## src/rtl/lowload_pkg.sv

```systemverilog
// Package: shared widths, mode encoding and sizing helpers for the
// low-load detector. Assumes mantissa and exponent fields of fixed width.
package lowload_pkg;
    localparam int MANT_W = 4;
    localparam int EXP_W  = 4;
    // Widest value mantissa << exponent can produce.
    localparam int FULL_W = MANT_W + (1 << EXP_W) - 1;

    typedef enum logic {
        LL_SPEED_REG   = 1'b0,
        LL_CURRENT_REG = 1'b1
    } ll_mode_e;
endpackage

```

## src/rtl/ll_mexp_expand.sv

```systemverilog
// Module: expands a mantissa/exponent pair into a plain unsigned value,
// mantissa shifted left by the exponent. Assumes the exponent is unsigned.
// Saturates to all ones when the result does not fit DATA_W bits.
module ll_mexp_expand
    import lowload_pkg::*;
#(
    parameter int DATA_W = 20
) (
    input  logic [MANT_W-1:0] mant_i,
    input  logic [EXP_W-1:0]  exp_i,
    output logic [DATA_W-1:0] val_o
);
    logic [FULL_W-1:0] wide_w;

    // Full-precision shift, never truncated.
    always_comb wide_w = FULL_W'(mant_i) << exp_i;

    generate
        if (DATA_W >= FULL_W) begin : g_fits
            // Value always fits: zero-extend.
            always_comb val_o = DATA_W'(wide_w);
        end else begin : g_sat
            // Value may overflow: clamp to the largest representable number.
            always_comb val_o = (|wide_w[FULL_W-1:DATA_W]) ? {DATA_W{1'b1}}
                                                          : wide_w[DATA_W-1:0];
        end
    endgenerate
endmodule

```

## src/rtl/ll_candidate.sv

```systemverilog
// Module: mode-dependent low-load candidate comparison, purely combinational.
// Speed regulation: 5*speed > 4*max and current < threshold.
// Current regulation: speed >= threshold.
module ll_candidate
    import lowload_pkg::*;
#(
    parameter int DATA_W = 20
) (
    input  logic              mode_i,
    input  logic [DATA_W-1:0] speed_i,
    input  logic [DATA_W-1:0] speed_max_i,
    input  logic [DATA_W-1:0] current_i,
    input  logic [DATA_W-1:0] thr_i,
    output logic              cand_o
);
    localparam int PROD_W = DATA_W + 3;

    logic [PROD_W-1:0] speed_x5_w;
    logic [PROD_W-1:0] max_x4_w;

    // Integer form of the 80 % comparison, with no division.
    always_comb begin
        speed_x5_w = (PROD_W'(speed_i) << 2) + PROD_W'(speed_i);
        max_x4_w   = PROD_W'(speed_max_i) << 2;
    end

    // Select the comparison that the active regulation loop calls for.
    always_comb begin
        unique case (ll_mode_e'(mode_i))
            LL_SPEED_REG:   cand_o = (speed_x5_w > max_x4_w) && (current_i < thr_i);
            LL_CURRENT_REG: cand_o = (speed_i >= thr_i);
            default:        cand_o = 1'b0;
        endcase
    end
endmodule

```

## src/rtl/ll_qual_timer.sv

```systemverilog
// Module: qualification counter. It counts consecutive clock edges during
// which the candidate holds, saturating at the qualification time.
// Assumes the candidate is stable between clock edges.
// The flag is combinational in the candidate so removal is immediate.
module ll_qual_timer #(
    parameter int QUAL_W = 16
) (
    input  logic              clk,
    input  logic              rst_n,
    input  logic              cand_i,
    input  logic [QUAL_W-1:0] qual_time_i,
    output logic              low_load_o
);
    logic [QUAL_W-1:0] cnt_q;
    logic              done_w;

    // Qualification reached (tolerates a qual time lowered mid-count).
    always_comb done_w = (cnt_q >= qual_time_i);

    // Count while the candidate holds, restart when it drops.
    always_ff @(posedge clk) begin
        if (!rst_n || !cand_i) begin
            cnt_q <= '0;
        end else if (!done_w) begin
            cnt_q <= cnt_q + 1'b1;
        end
    end

    // Flag follows the candidate directly once qualified.
    always_comb low_load_o = cand_i && done_w;

    assert_restart_R6: assert property (@(posedge clk) disable iff (!rst_n)
        !cand_i |=> (cnt_q == '0));

    assert_qualified_R5: assert property (@(posedge clk) disable iff (!rst_n)
        (low_load_o && qual_time_i != '0) |-> $past(cand_i));
endmodule

```

## src/rtl/ll_cmd_limiter.sv

```systemverilog
// Module: applies the low-load cap to the command. Output is the smaller of
// the command and the cap while flagged, and the command unchanged otherwise.
module ll_cmd_limiter #(
    parameter int DATA_W = 20
) (
    input  logic              low_load_i,
    input  logic [DATA_W-1:0] cmd_i,
    input  logic [DATA_W-1:0] cap_i,
    output logic [DATA_W-1:0] cmd_o,
    output logic              limit_active_o
);
    logic over_w;

    // Command exceeds the cap.
    always_comb over_w = (cmd_i > cap_i);

    // Clamp only while the flag is set.
    always_comb begin
        limit_active_o = low_load_i && over_w;
        cmd_o          = limit_active_o ? cap_i : cmd_i;
    end
endmodule

```

## src/rtl/lowload_limiter.sv

```systemverilog
// Module: top of the low-load detector and limiter. It expands the threshold
// and the cap, evaluates the mode-dependent candidate, qualifies it over
// time and limits the command. Assumes all inputs are synchronous to clk.
module lowload_limiter
    import lowload_pkg::*;
#(
    parameter int DATA_W = 20,
    parameter int QUAL_W = 16
) (
    input  logic              clk,
    input  logic              rst_n,
    input  logic              ctrl_mode_i,
    input  logic [DATA_W-1:0] speed_i,
    input  logic [DATA_W-1:0] speed_max_i,
    input  logic [DATA_W-1:0] current_i,
    input  logic [3:0]        thr_mant_i,
    input  logic [3:0]        thr_exp_i,
    input  logic [QUAL_W-1:0] qual_time_i,
    input  logic [3:0]        cap_mant_i,
    input  logic [3:0]        cap_exp_i,
    input  logic [DATA_W-1:0] cmd_i,
    output logic              low_load_o,
    output logic              limit_active_o,
    output logic [DATA_W-1:0] cmd_o
);
    logic [DATA_W-1:0] thr_w;
    logic [DATA_W-1:0] cap_w;
    logic              cand_w;

    ll_mexp_expand #(.DATA_W(DATA_W)) thr_exp_i0 (
        .mant_i(thr_mant_i), .exp_i(thr_exp_i), .val_o(thr_w)
    );

    ll_mexp_expand #(.DATA_W(DATA_W)) cap_exp_i0 (
        .mant_i(cap_mant_i), .exp_i(cap_exp_i), .val_o(cap_w)
    );

    ll_candidate #(.DATA_W(DATA_W)) cand_i0 (
        .mode_i(ctrl_mode_i), .speed_i(speed_i), .speed_max_i(speed_max_i),
        .current_i(current_i), .thr_i(thr_w), .cand_o(cand_w)
    );

    ll_qual_timer #(.QUAL_W(QUAL_W)) timer_i0 (
        .clk(clk), .rst_n(rst_n), .cand_i(cand_w),
        .qual_time_i(qual_time_i), .low_load_o(low_load_o)
    );

    ll_cmd_limiter #(.DATA_W(DATA_W)) limit_i0 (
        .low_load_i(low_load_o), .cmd_i(cmd_i), .cap_i(cap_w),
        .cmd_o(cmd_o), .limit_active_o(limit_active_o)
    );

    assert_no_raise_R8: assert property (@(posedge clk) disable iff (!rst_n)
        cmd_o <= cmd_i);

    assert_under_cap_R8: assert property (@(posedge clk) disable iff (!rst_n)
        low_load_o |-> (cmd_o <= cap_w));

    assert_pass_through_R9: assert property (@(posedge clk) disable iff (!rst_n)
        !low_load_o |-> (cmd_o == cmd_i && !limit_active_o));

    assert_drop_immediate_R7: assert property (@(posedge clk) disable iff (!rst_n)
        !cand_w |-> !low_load_o);

    assert_speed_mode_R2: assert property (@(posedge clk) disable iff (!rst_n)
        (ctrl_mode_i == 1'b0 && current_i >= thr_w) |-> !low_load_o);

    assert_current_mode_R4: assert property (@(posedge clk) disable iff (!rst_n)
        (ctrl_mode_i == 1'b1 && speed_i < thr_w) |-> !low_load_o);
endmodule

```

## config.mk

```make
export PLATFORM = sky130hd
export DESIGN_NAME = lowload_limiter
export DESIGN_NICKNAME = d
export VERILOG_FILES = /design/src/rtl/lowload_pkg.sv /design/src/rtl/ll_mexp_expand.sv /design/src/rtl/ll_candidate.sv /design/src/rtl/ll_qual_timer.sv /design/src/rtl/ll_cmd_limiter.sv /design/src/rtl/lowload_limiter.sv
export SDC_FILE = /design/constraint.sdc
export NUM_CORES = 1
export LEC_CHECK = 0
export BUFFER_PORTS_ARGS = -buffer_cell sky130_fd_sc_hd__buf_2
export CAP_MARGIN = 15
export CORE_MARGIN = 8
export CORE_UTILIZATION = 45
export CTS_BUF_LIST = sky130_fd_sc_hd__clkbuf_4
export DETAILED_ROUTE_END_ITERATION = 6
export PLACE_DENSITY_LB_ADDON = 0.1
export SYNTH_ARGS = -nofsm -noshare
export SYNTH_HDL_FRONTEND = slang
export SYNTH_SLANG_ARGS = --single-unit
export TNS_END_PERCENT = 30
```

## constraint.sdc

```tcl
create_clock -name clk -period 7.5 [get_ports clk]
set_clock_uncertainty 0.15 [all_clocks]
set_input_delay 0.75 -clock clk [delete_from_list [all_inputs] [get_ports clk]]
set_output_delay 0.75 -clock clk [all_outputs]
set_load 0.02 [all_outputs]
```

# Yosys cells after proc, flatten, opt, wreduce, memory -nomap -nowiden
# Index checks and enable logic that the tools add are counted.
# word_totals
register_bits	16
output_inout_bits	22
word_cells	19
# op_classes
add_sub_neg	2
order_cmp	5
n_shift	2
muxes	2
bitwise_logic	1
reduce_logical	6
# ops
cell	n
<< shifter 4 x 4 -> 19 bit	2
adder 22 x 20 -> 23 bit	1
greater-than comparator 23 x 22 -> 1 bit	1
>= comparator 20 x 19 -> 1 bit	1
greater-than comparator 20 x 19 -> 1 bit	1
< comparator 20 x 19 -> 1 bit	1
two-way mux 20 bit	1
adder 16 x 1 -> 16 bit (second input constant)	1
>= comparator 16 bit	1
logical AND 1 bit	3
zero test 1 bit	2
one-hot mux 1 bit (2 select lines)	1
logical OR 1 bit	1
inverter 1 bit	1

# Longest topological paths before layout
# depth
ltp_word	7
mapped_depth	21

# By module
# Synthesis repeated with hierarchy kept, for this count alone.
# hier_totals
cells_unflattened	651
area_unflattened_um2	5064.9
# modules_own_cells
mod	n_inst	cells_per_inst	area_each_um2	seq_area_each_um2
ll_candidate	1	318	2361.0	0.0
ll_qual_timer	1	152	1241.2	320.3
ll_cmd_limiter	1	93	832.0	0.0
ll_mexp_expand	2	44	315.3	0.0

# Worst setup path after synthesis
# Ideal clock, no wire load.
# synth_path
path_type	input-to-output
startpoint	input port speed_i[9]
endpoint	output port cmd_o[11]
arrival_time_ns	4.653
t_required_ns	6.600
path_slack_ns	1.947
stages	19
cell_sequence	ha_1 > a21o_1 > a21o_1 > and2_1 > a31o_2 > a41o_1 > a31o_2 > a21oi_1 > xnor2_1 > ha_1 > nand4_1 > nor4_1 > a41o_1 > a31oi_1 > o311a_1 > buf_6 > nand2_8 > buf_12 > mux2i_1
# synth_via
elab_chain_len	7
# synth_lines
item	line_no	text
from (decl)	lowload_limiter.sv:13	input logic [DATA_W-1:0] speed_i,
adder 22 x 20 -> 23 bit	ll_candidate.sv:23	speed_x5_w = (PROD_W'(speed_i) << 2) + PROD_W'(speed_i);
greater-than comparator 23 x 22 -> 1 bit	ll_candidate.sv:30	LL_SPEED_REG: cand_o = (speed_x5_w > max_x4_w) && (current_i < thr_i);
logical AND 1 bit	ll_candidate.sv:30	
one-hot mux 1 bit (2 select lines) *	ll_candidate.sv:29	unique case (ll_mode_e'(mode_i))
logical AND 1 bit *	ll_qual_timer.sv:30	always_comb low_load_o = cand_i && done_w;
logical AND 1 bit *	ll_cmd_limiter.sv:19	limit_active_o = low_load_i && over_w;
two-way mux 20 bit *	ll_cmd_limiter.sv:20	cmd_o = limit_active_o ? cap_i : cmd_i;
to (decl)	lowload_limiter.sv:24	output logic [DATA_W-1:0] cmd_o
# Mark *: on every way between the ends. The rest lies on a longest branch, timed or not.

# Final worst setup path
# layout_path
startpoint	input port speed_i[9]
endpoint	output port cmd_o[0]
# Same word-level chain as after synthesis.

==> flow_metrics.tcl <==
set metrics [dict create \
    status "finished, final reports clean" \
    drt_iter0_markers 167 \
    grt_pass1_vias 4577 \
    grt-ovfl-total 0 \
    initial_core_util 0.460 \
    fin_crit_sh 0.830 \
    antenna_found_initial 0 \
    postCtsHoldBufs 0 \
    vias 4575 \
    synthXorXnorAreaFrac 0.0567 \
    grt_pass1_wl_mm 20.5 \
    r2r_start "timer_i0.cnt_q[2]" \
    cap_violations 0 \
    yosysWarningCount 0 \
    ioPinCount 137 \
    synth_top_family_by_area "adder cells" \
    worstSkewPairLatency_ns 0.28 \
    numPortBuffers 136 \
    ant_nets 0 \
    antenna_cells 0 \
    synth-edff-count 0 \
    setup_violations 0 \
    cts_resized 0 \
    grt_setup_unrepaired "false" \
    ff_latch_area_um2 320 \
    multi_input_area_mm2 0.00385 \
    grt_usage 0.181 \
    required_ns 6.60 \
    syn-cell-area_mm2 0.00448 \
    drt-total-wl_mm 12.4 \
    rows 36 \
    cts_tree "built" \
    max_slew_margin 0.316 \
    critPathLaunch "speed_i[9]" \
    fmax_mhz 161 \
    ys.flop_type "dfxtp_1" \
    ys_types 55 \
    cts.sink_count 16 \
    largest_reg_flops 16 \
    routed-wl-met3_um 623 \
    syn_nets 830 \
    via_per_inst 5.30 \
    dieArea_mm2 0.0134 \
    critPathMaxFanout 18 \
    top_layer_used "met4" \
    hpwl_mm 11.0 \
    syn_area_per_cell_um2 7.42 \
    tns_ns 0 \
    max-vdd-ir-drop_mv 0.0416 \
    startpoint_type "input port" \
    whs_ns 0.377 \
    synthSimpleGateAreaFrac 0.216 \
    cts_root_buffer "clkbuf_4" \
    async_reset_ff_frac 0 \
    drc 0 \
    layout_min_cycle_time_ns 6.23 \
    endpoint_kind "output pin" \
    slew_viol_final 0 \
    synth_fa_ha_area_frac 0.315 \
    dr.pass1.iters 4 \
    worstHoldPathType "flip-flop to flip-flop" \
    p_leak_uw 0.00281 \
    grt_start_max_net_pins 19 \
    top_register "timer_i0.cnt_q" \
    cts_made_buffers 3 \
    wl_per_cell_um 14.3 \
    syn_to_final_growth_pct 17.9 \
    n_fill_cell 976 \
    cts_buffer_depth 2 \
    hold_viol 0 \
    gp_congestion 0.892 \
    synth_seq_cells 16 \
    final_nets 960 \
    die_w_um 116 \
    post_cts_buffers 0 \
    postSynthCellCount 603 \
    drive_above_1_share 0.213 \
    yosysSeqAreaShare 0.0715 \
    met2_length_mm 5.63 \
    top_regs "timer_i0.cnt_q (16)" \
    core-area_mm2 0.00973 \
    power_density_mw_per_mm2 82.0 \
    hold_start "timer_i0.cnt_q[12]" \
    crit_type "input port to output pin" \
    crit_arrival_ns 5.33 \
    clkTransAtPathRegs_ns 0.09 \
    dieHeight_um 116 \
    yosys-mux-area-fraction 0.0579 \
    cts_max_level 1 \
    synth_compound_area_frac 0.214 \
    drt-met1-wl_mm 6.00 \
    worstMarginPinSlew_ns 1.02 \
]
area by class of cell:
class | instances | share of cell area
Multi-Input combinational cell | 512 | 0.729
Sequential cell | 16 | 0.0607
Timing Repair Buffer | 136 | 0.129
Tap cell | 133 | 0.0315
Clock buffer | 3 | 0.00427
Inverter | 64 | 0.0455
Yosys cell counts, types with 8 or more instances:
| cell type | instances | share of area |
|---|---|---|
| a21o_1 | 18 | 0.030 |
| a21oi_1 | 54 | 0.060 |
| clkbuf_1 | 8 | 0.0067 |
| dfxtp_1 | 16 | 0.072 |
| ha_1 | 111 | 0.31 |
| inv_1 | 64 | 0.054 |
| mux2i_1 | 18 | 0.040 |
| nand2_1 | 43 | 0.036 |
| nand2b_1 | 16 | 0.022 |
| nand3_1 | 25 | 0.028 |
| nand4_1 | 17 | 0.024 |
| nor2_1 | 52 | 0.044 |
| nor2b_1 | 11 | 0.015 |
| o21ai_0 | 25 | 0.028 |
| xnor2_1 | 15 | 0.029 |
| xor2_1 | 14 | 0.027 |
critical path, cell delays in order:
cell and delay [ns]:
buf_2 0.12, ha_1 0.35, a21o_1 0.20, a21o_1 0.19
and2_1 0.17, a31o_2 0.21, a41o_1 0.25, a31o_2 0.26
a21oi_1 0.17, xnor2_1 0.09, ha_1 0.32, nand4_1 0.13
nor4_1 0.43, a222oi_1 0.15, a31oi_1 0.29, o311a_1 0.50
nand2_8 0.22, mux2_1 0.36, buf_2 0.16
report_power, final:
group / leakage [uW] / switching, uW / internal (uW)
logic: 0.00267 / 167 / 134
clock network: 0.0000138 / 26.4 / 18.7
registers: 0.000129 / 1.14 / 85.8
total: 0.00281 / 195 / 238
per-layer routing:
layer  up-vias  global-route usage
li1       2437                   -
met1      2014               0.237
met2       114               0.314
met3        10              0.0255
met4         0              0.0259
met5         -                   0
worst paths after layout:
check                        to  slack (ns)  cells after the start
max                    cmd_o[0]        1.27                     19
min          timer_i0.cnt_q[12]        0.38                      2
max reg2reg   timer_i0.cnt_q[7]        4.54                      9
min reg2reg  timer_i0.cnt_q[12]        0.38                      2
logic make-up (layout without fill, tap and decap cells):
group	Yosys count	after routing
adder cells (fa/ha/maj)	112	112
XOR/XNOR	29	29
AND/OR/NAND/NOR	196	196
multiplexers	25	25
AO/OA/AOI/OAI	150	150
flip-flops	16	16
buffers and inverters	75	203
cells in the final DEF, fill, tap and decap left out, types with 5 or more instances in the layout:
master    count
buf_2       136
ha_1        111
inv_1        64
a21oi_1      54
nor2_1       52
nand2_1      43
o21ai_0      25
nand3_1      25
a21o_1       18
mux2i_1      18
nand4_1      17
nand2b_1     16
dfxtp_1      16
xnor2_1      15
xor2_1       14
nor2b_1      11
a31oi_1       7
nor3_1        7
a211oi_1      7
and3_1        6
mux2_2        6
and2_1        5
o21bai_1      5
a22oi_1       5
stage by stage:
step | instance area (um2) | cells | utilization | setup WS [ns] | total power [uW]
floorplan | 4480 | 603 | - | 1.95 | 297
global placement | 5260 | 861 | 0.540 | 1.50 | 381
detailed placement | 5260 | 861 | 0.540 | 1.31 | 389
CTS | 5280 | 864 | 0.542 | 1.30 | 435
global route | 5280 | 864 | 0.542 | 1.05 | 484
finish | 5280 | 864 | 0.542 | 1.27 | 433
No activity file was read; power rests on OpenSTA's default activity.
